File: src/rtl/l1_access_router.sv
module l1_access_router #(
  parameter int AW = 32,
  localparam int SW = $clog2(AW + 1)
) (
  input  logic          clk,
  input  logic          rst_n,
  input  logic          cfg_we,
  input  logic [1:0]    cfg_sel,
  input  logic [AW-1:0] cfg_base,
  input  logic [SW-1:0] cfg_size,
  input  logic          cfg_en,
  input  logic          icache_en,
  input  logic          dcache_en,
  input  logic          i_valid,
  input  logic [AW-1:0] i_addr,
  input  logic          i_cacheable,
  input  logic          d_valid,
  input  logic [AW-1:0] d_addr,
  input  logic          d_cacheable,
  input  logic [2:0]    tcm_err,
  output logic [5:0]    i_dest,
  output logic [5:0]    d_dest,
  output logic          i_stall,
  output logic          i_err,
  output logic          d_err
);
  localparam int NREG = 4;
  localparam int ND   = 6;

  logic [AW-1:0]   base_q [NREG];
  logic [SW-1:0]   size_q [NREG];
  logic [NREG-1:0] en_q;

  always_ff @(posedge clk) begin
    if (!rst_n) begin
      en_q <= '0;
      for (int r = 0; r < NREG; r++) begin
        base_q[r] <= '0;
        size_q[r] <= '0;
      end
    end else if (cfg_we) begin
      base_q[cfg_sel] <= cfg_base;
      size_q[cfg_sel] <= cfg_size;
      en_q[cfg_sel]   <= cfg_en;
    end
  end

  function automatic logic in_region(input logic [AW-1:0] a, input logic [AW-1:0] b,
                                     input logic [SW-1:0] k);
    logic [AW-1:0] m;
    for (int i = 0; i < AW; i++) m[i] = (i >= int'(k));
    return ((a ^ b) & m) == '0;
  endfunction

  function automatic logic [ND-1:0] route(input logic [NREG-1:0] h, input logic c,
                                          input logic cen);
    if (h[0])          return 6'b000001;
    else if (h[1])     return 6'b000010;
    else if (h[2])     return 6'b000100;
    else if (h[3])     return 6'b001000;
    else if (c && cen) return 6'b010000;
    else               return 6'b100000;
  endfunction

  logic [NREG-1:0] i_hit, d_hit;
  for (genvar r = 0; r < NREG; r++) begin : g_hit
    assign i_hit[r] = en_q[r] & in_region(i_addr, base_q[r], size_q[r]);
    assign d_hit[r] = en_q[r] & in_region(d_addr, base_q[r], size_q[r]);
  end

  logic [ND-1:0] i_sel, d_sel;
  logic          clash;
  assign i_sel = route(i_hit, i_cacheable, icache_en);
  assign d_sel = route(d_hit, d_cacheable, dcache_en);
  assign clash = i_valid & d_valid & (|(i_sel[2:0] & d_sel[2:0]));

  always_ff @(posedge clk) begin
    if (!rst_n) begin
      i_dest  <= '0;
      d_dest  <= '0;
      i_stall <= 1'b0;
    end else begin
      i_dest  <= (i_valid && !clash) ? i_sel : '0;
      d_dest  <= d_valid ? d_sel : '0;
      i_stall <= clash;
    end
  end

  assign i_err = |(i_dest[2:0] & tcm_err);
  assign d_err = |(d_dest[2:0] & tcm_err);

  logic hist_ok;
  always_ff @(posedge clk) hist_ok <= rst_n;

  AST_TCM_EXCLUSIVE: assert property (@(posedge clk) disable iff (!rst_n || !hist_ok)
    (i_dest[2:0] & d_dest[2:0]) == 3'b000);
  AST_STALL_DATA_WINS: assert property (@(posedge clk) disable iff (!rst_n || !hist_ok)
    i_stall |-> (i_dest == '0) && (d_dest[2:0] != 3'b000));
  AST_I_ONEHOT: assert property (@(posedge clk) disable iff (!rst_n || !hist_ok)
    ($past(i_valid) && !i_stall) |-> $onehot(i_dest));
  AST_D_ONEHOT: assert property (@(posedge clk) disable iff (!rst_n || !hist_ok)
    $past(d_valid) |-> $onehot(d_dest));
  AST_IDLE_ZERO: assert property (@(posedge clk) disable iff (!rst_n || !hist_ok)
    !$past(d_valid) |-> d_dest == '0);
  AST_ERR_NEEDS_TCM: assert property (@(posedge clk) disable iff (!rst_n || !hist_ok)
    (i_err |-> i_dest[2:0] != 3'b000) and (d_err |-> d_dest[2:0] != 3'b000));
  AST_NO_CACHE_WHEN_OFF: assert property (@(posedge clk) disable iff (!rst_n || !hist_ok)
    !$past(dcache_en) |-> !d_dest[4]);
endmodule

File: config.mk
export PLATFORM = sky130hd
export DESIGN_NAME = l1_access_router
export DESIGN_NICKNAME = d
export VERILOG_FILES = /design/src/rtl/l1_access_router.sv
export SDC_FILE = /design/constraint.sdc
export NUM_CORES = 1
export LEC_CHECK = 0
export BUFFER_PORTS_ARGS = -buffer_cell sky130_fd_sc_hd__buf_2
export CAP_MARGIN = 30
export CORE_MARGIN = 1.5
export CORE_UTILIZATION = 54
export CTS_BUF_LIST = sky130_fd_sc_hd__clkbuf_4 sky130_fd_sc_hd__clkbuf_8
export DETAILED_ROUTE_END_ITERATION = 10
export PLACE_DENSITY = 0.82
export SLEW_MARGIN = 25
export SYNTH_ARGS = -nofsm -noshare
export SYNTH_HDL_FRONTEND = slang
export SYNTH_SLANG_ARGS = --single-unit
File: constraint.sdc
create_clock -name clk -period 2.8 [get_ports clk]
set_input_delay 0.14 -clock clk [delete_from_list [all_inputs] [get_ports clk]]
set_output_delay 0.14 -clock clk [all_outputs]
set_load 0.03 [all_outputs]
==> metrics <==
Power Density=515.6 nW/um2; Slew Viols, Final=0; maximum number of pins on one net before global-route repair=39; RSZ-0062 raised after global routing=no; endpoint class of the critical path=flip-flop; clock power share=26.5%; CP Data Arrival Time=3210 ps; clock sink count=169; register area share after synthesis=43.69%; Mapped Avg Cell Area=roughly 9.7 um2; CTS tree=built; setup violators final=2; Adder-Cell Fraction of Synth Area=0.2006%; IO Pins=132; Int Power=0.004377 W; Crit Path Category=reg -> reg; Hold WS=18.66 ps; main flop type after synthesis=edfxtp_1; Tcrit/Tclk final=101.0%; share of cells above drive strength 1=20.77%; Detail Placement HPWL=approximately 34000 um; asr flop ratio synth=0%; XOR/XNOR Fraction of Synth Area=20.05%; chip height=147.2 um; startpoint types=flip-flop; syn nets=1273; Post-synth EDFFs=152; post-synthesis cell area=11230 um2; Fin. Hold Viols=0; post-layout util=63.84%; placed insts=1543; Synth cell types=82; clk_lat worst skew=490 ps; root buf cell=clkbuf_8; Synth Warn #=0; VDD IR max=0.3484 mV; proportion of power drawn by combinational gates=26.5%; first-pass GRT wire length=60460 um; Cells after Synth=1156; Max Root-Sink Buffers=2; fin nets=1433; Max-Cap Viols=0; wire per inst=between 20 and 30 um; largest family of logic cells by synthesized area=XOR/XNOR gates; Core ar.=20300 um2; Synth area leaders=edfxtp_1 41%, xnor2_1 11%, xor2_1 9.1%; Initial Util=55.31%; port bufs=between 100 and 150; die area=21660 um2; Switching Share=34.49%; # DRC=0; leakage=roughly 5 nW; HP Class=in -> reg; failing checks=negative setup slack; die width=147.2 um; clk_skew=16.94 ps; Max-slew headroom=40.09%; Synth area leader=edfxtp_1; total gr overflow=0; total CTS buffers=17; Pre-antenna DRT Iters=6; Vias=10246; proportion of synthesized area in mux cells=0.2675%; Routed Antenna Nets=0; initial antenna violation count=0; H-Tree Depth=4; crit-path max FO=12; gpl congestion=1.028; fmax=353.7 MHz; sequential power share=between 40% and 50%; most frequent cells in the layout=155 x nor2_1, 152 x edfxtp_1, 139 x xnor2_1; post-synthesis compound-gate area fraction=15.13%; fin crit period=2827 ps; DRT iter0 DRCs=between 1000 and 1500; Worst Slack Setup Final=-27.30 ps; vias in the first global route=9714; pre-CTS setup slack=47.31 ps; WL final=42650 um; GRT Total Usage=between 30% and 40%; Clock transition at path regs=roughly 100 ps; outcome=complete, but fails checks; Ant. Diodes=0; drt via density=about 6.4; Post-Synth Simple-Gate Area=around 15%; Synth Register Bits=about 170; sw power=0.002305 W; Layout Cells excl Fill=1599; WP data required=about 3200 ps; Worst Tran Pin Value=898.6 ps; most common cell after layout, fill and taps aside=nor2_1; row count=52; final setup TNS=-36.91 ps; Yosys top cell area share=40.66%; Syn-to-layout area delta=15.43%
-- cells in the mapped netlist, types with 10 or more instances --
library cell	instances
a21oi_1	48
xor2_1	117
nand2_1	76
clkbuf_1	21
edfxtp_1	152
nor2_1	156
dfxtp_1	17
inv_1	47
xnor2_1	140
or2_2	14
a2111oi_0	11
o22ai_1	10
nand3_1	19
buf_2	21
a22oi_1	10
a211oi_1	21
a31oi_1	15
buf_1	10
o21ai_0	34
buf_4	15
nor3_1	34
-- per-stage QoR --
step / total power [W] / cell area (um2)
floorplan: 0.004131 / 11230
global placement: 0.004845 / 12290
detailed placement: 0.004853 / 12340
CTS: 0.006564 / 12830
global route: 0.006843 / 12960
finish: 0.006682 / 12960
-- path summary, 6_finish.rpt --
path,cells after the start,endpoint,from,slack (ps)
max reg2reg,6,d_dest[4],size_q[3][2],-30
max,6,d_dest[4],size_q[3][2],-30
min reg2reg,2,en_q[0],en_q[0],550
min,3,base_q[3][12],cfg_base[12],20
-- worst max-delay path, stage by stage (launching register included) --
cell      delay (ps)
edfxtp_1         590
nand3_1          310
o21ai_0          580
o311ai_0         440
nor4_1           520
and2_1           230
nor3_1            60
-- sequential cells by signal, summed over array words and instances, names as in the netlist --
signal   flops
base_q     128
i_stall      1
d_dest       6
en_q         4
size_q      24
i_dest       6
-- layout make-up --
cell class / count / area, um2
Fill cell: 1731 / 7340
Timing Repair Buffer: 215 / 1409
Clock buffer: 18 / 241.5
Clock inverter: 14 / 138.9
Sequential cell: 169 / 4905
Tap cell: 270 / 337.8
Inverter: 47 / 176.4
Multi-Input combinational cell: 866 / 5752
-- power groups by stage --
| stage | clock network, W | registers (W) | logic, W |
|---|---|---|---|
| after floorplan | 0 | 0.00313 | 0.00101 |
| after global placement | 0 | 0.00319 | 0.00166 |
| after detailed placement | 0 | 0.00320 | 0.00165 |
| after CTS | 0.00175 | 0.00314 | 0.00167 |
| after global routing | 0.00185 | 0.00315 | 0.00184 |
| final | 0.00177 | 0.00314 | 0.00177 |
-- repair_timing --
item / in CTS / in global routing
resized for setup: 0 / 4
endpoints found under the hold margin: 14 / 0
buffers inserted: 0 / 13
endpoints found under the setup margin: 0 / 7
hold buffers: 11 / 0
-- cell families (layout without fill, tap and decap cells) --
| group | after synthesis | in the layout |
|---|---|---|
| buf+inv | 121 | 294 |
| fa+ha+maj | 2 | 2 |
| simple gates | 367 | 367 |
| mux | 3 | 3 |
| compound gates | 237 | 237 |
| flops | 169 | 169 |
| xor+xnor | 257 | 257 |
-- layer usage --
| metal | wire, um | global-route usage, % |
|---|---|---|
| met5 | 0 | 0 |
| met4 | 2421 | 21.15 |
| met3 | 4865 | 7.578 |
| met2 | 19430 | 62.14 |
| met1 | 15930 | 50.71 |
No activity file was read; power rests on OpenSTA's default activity.
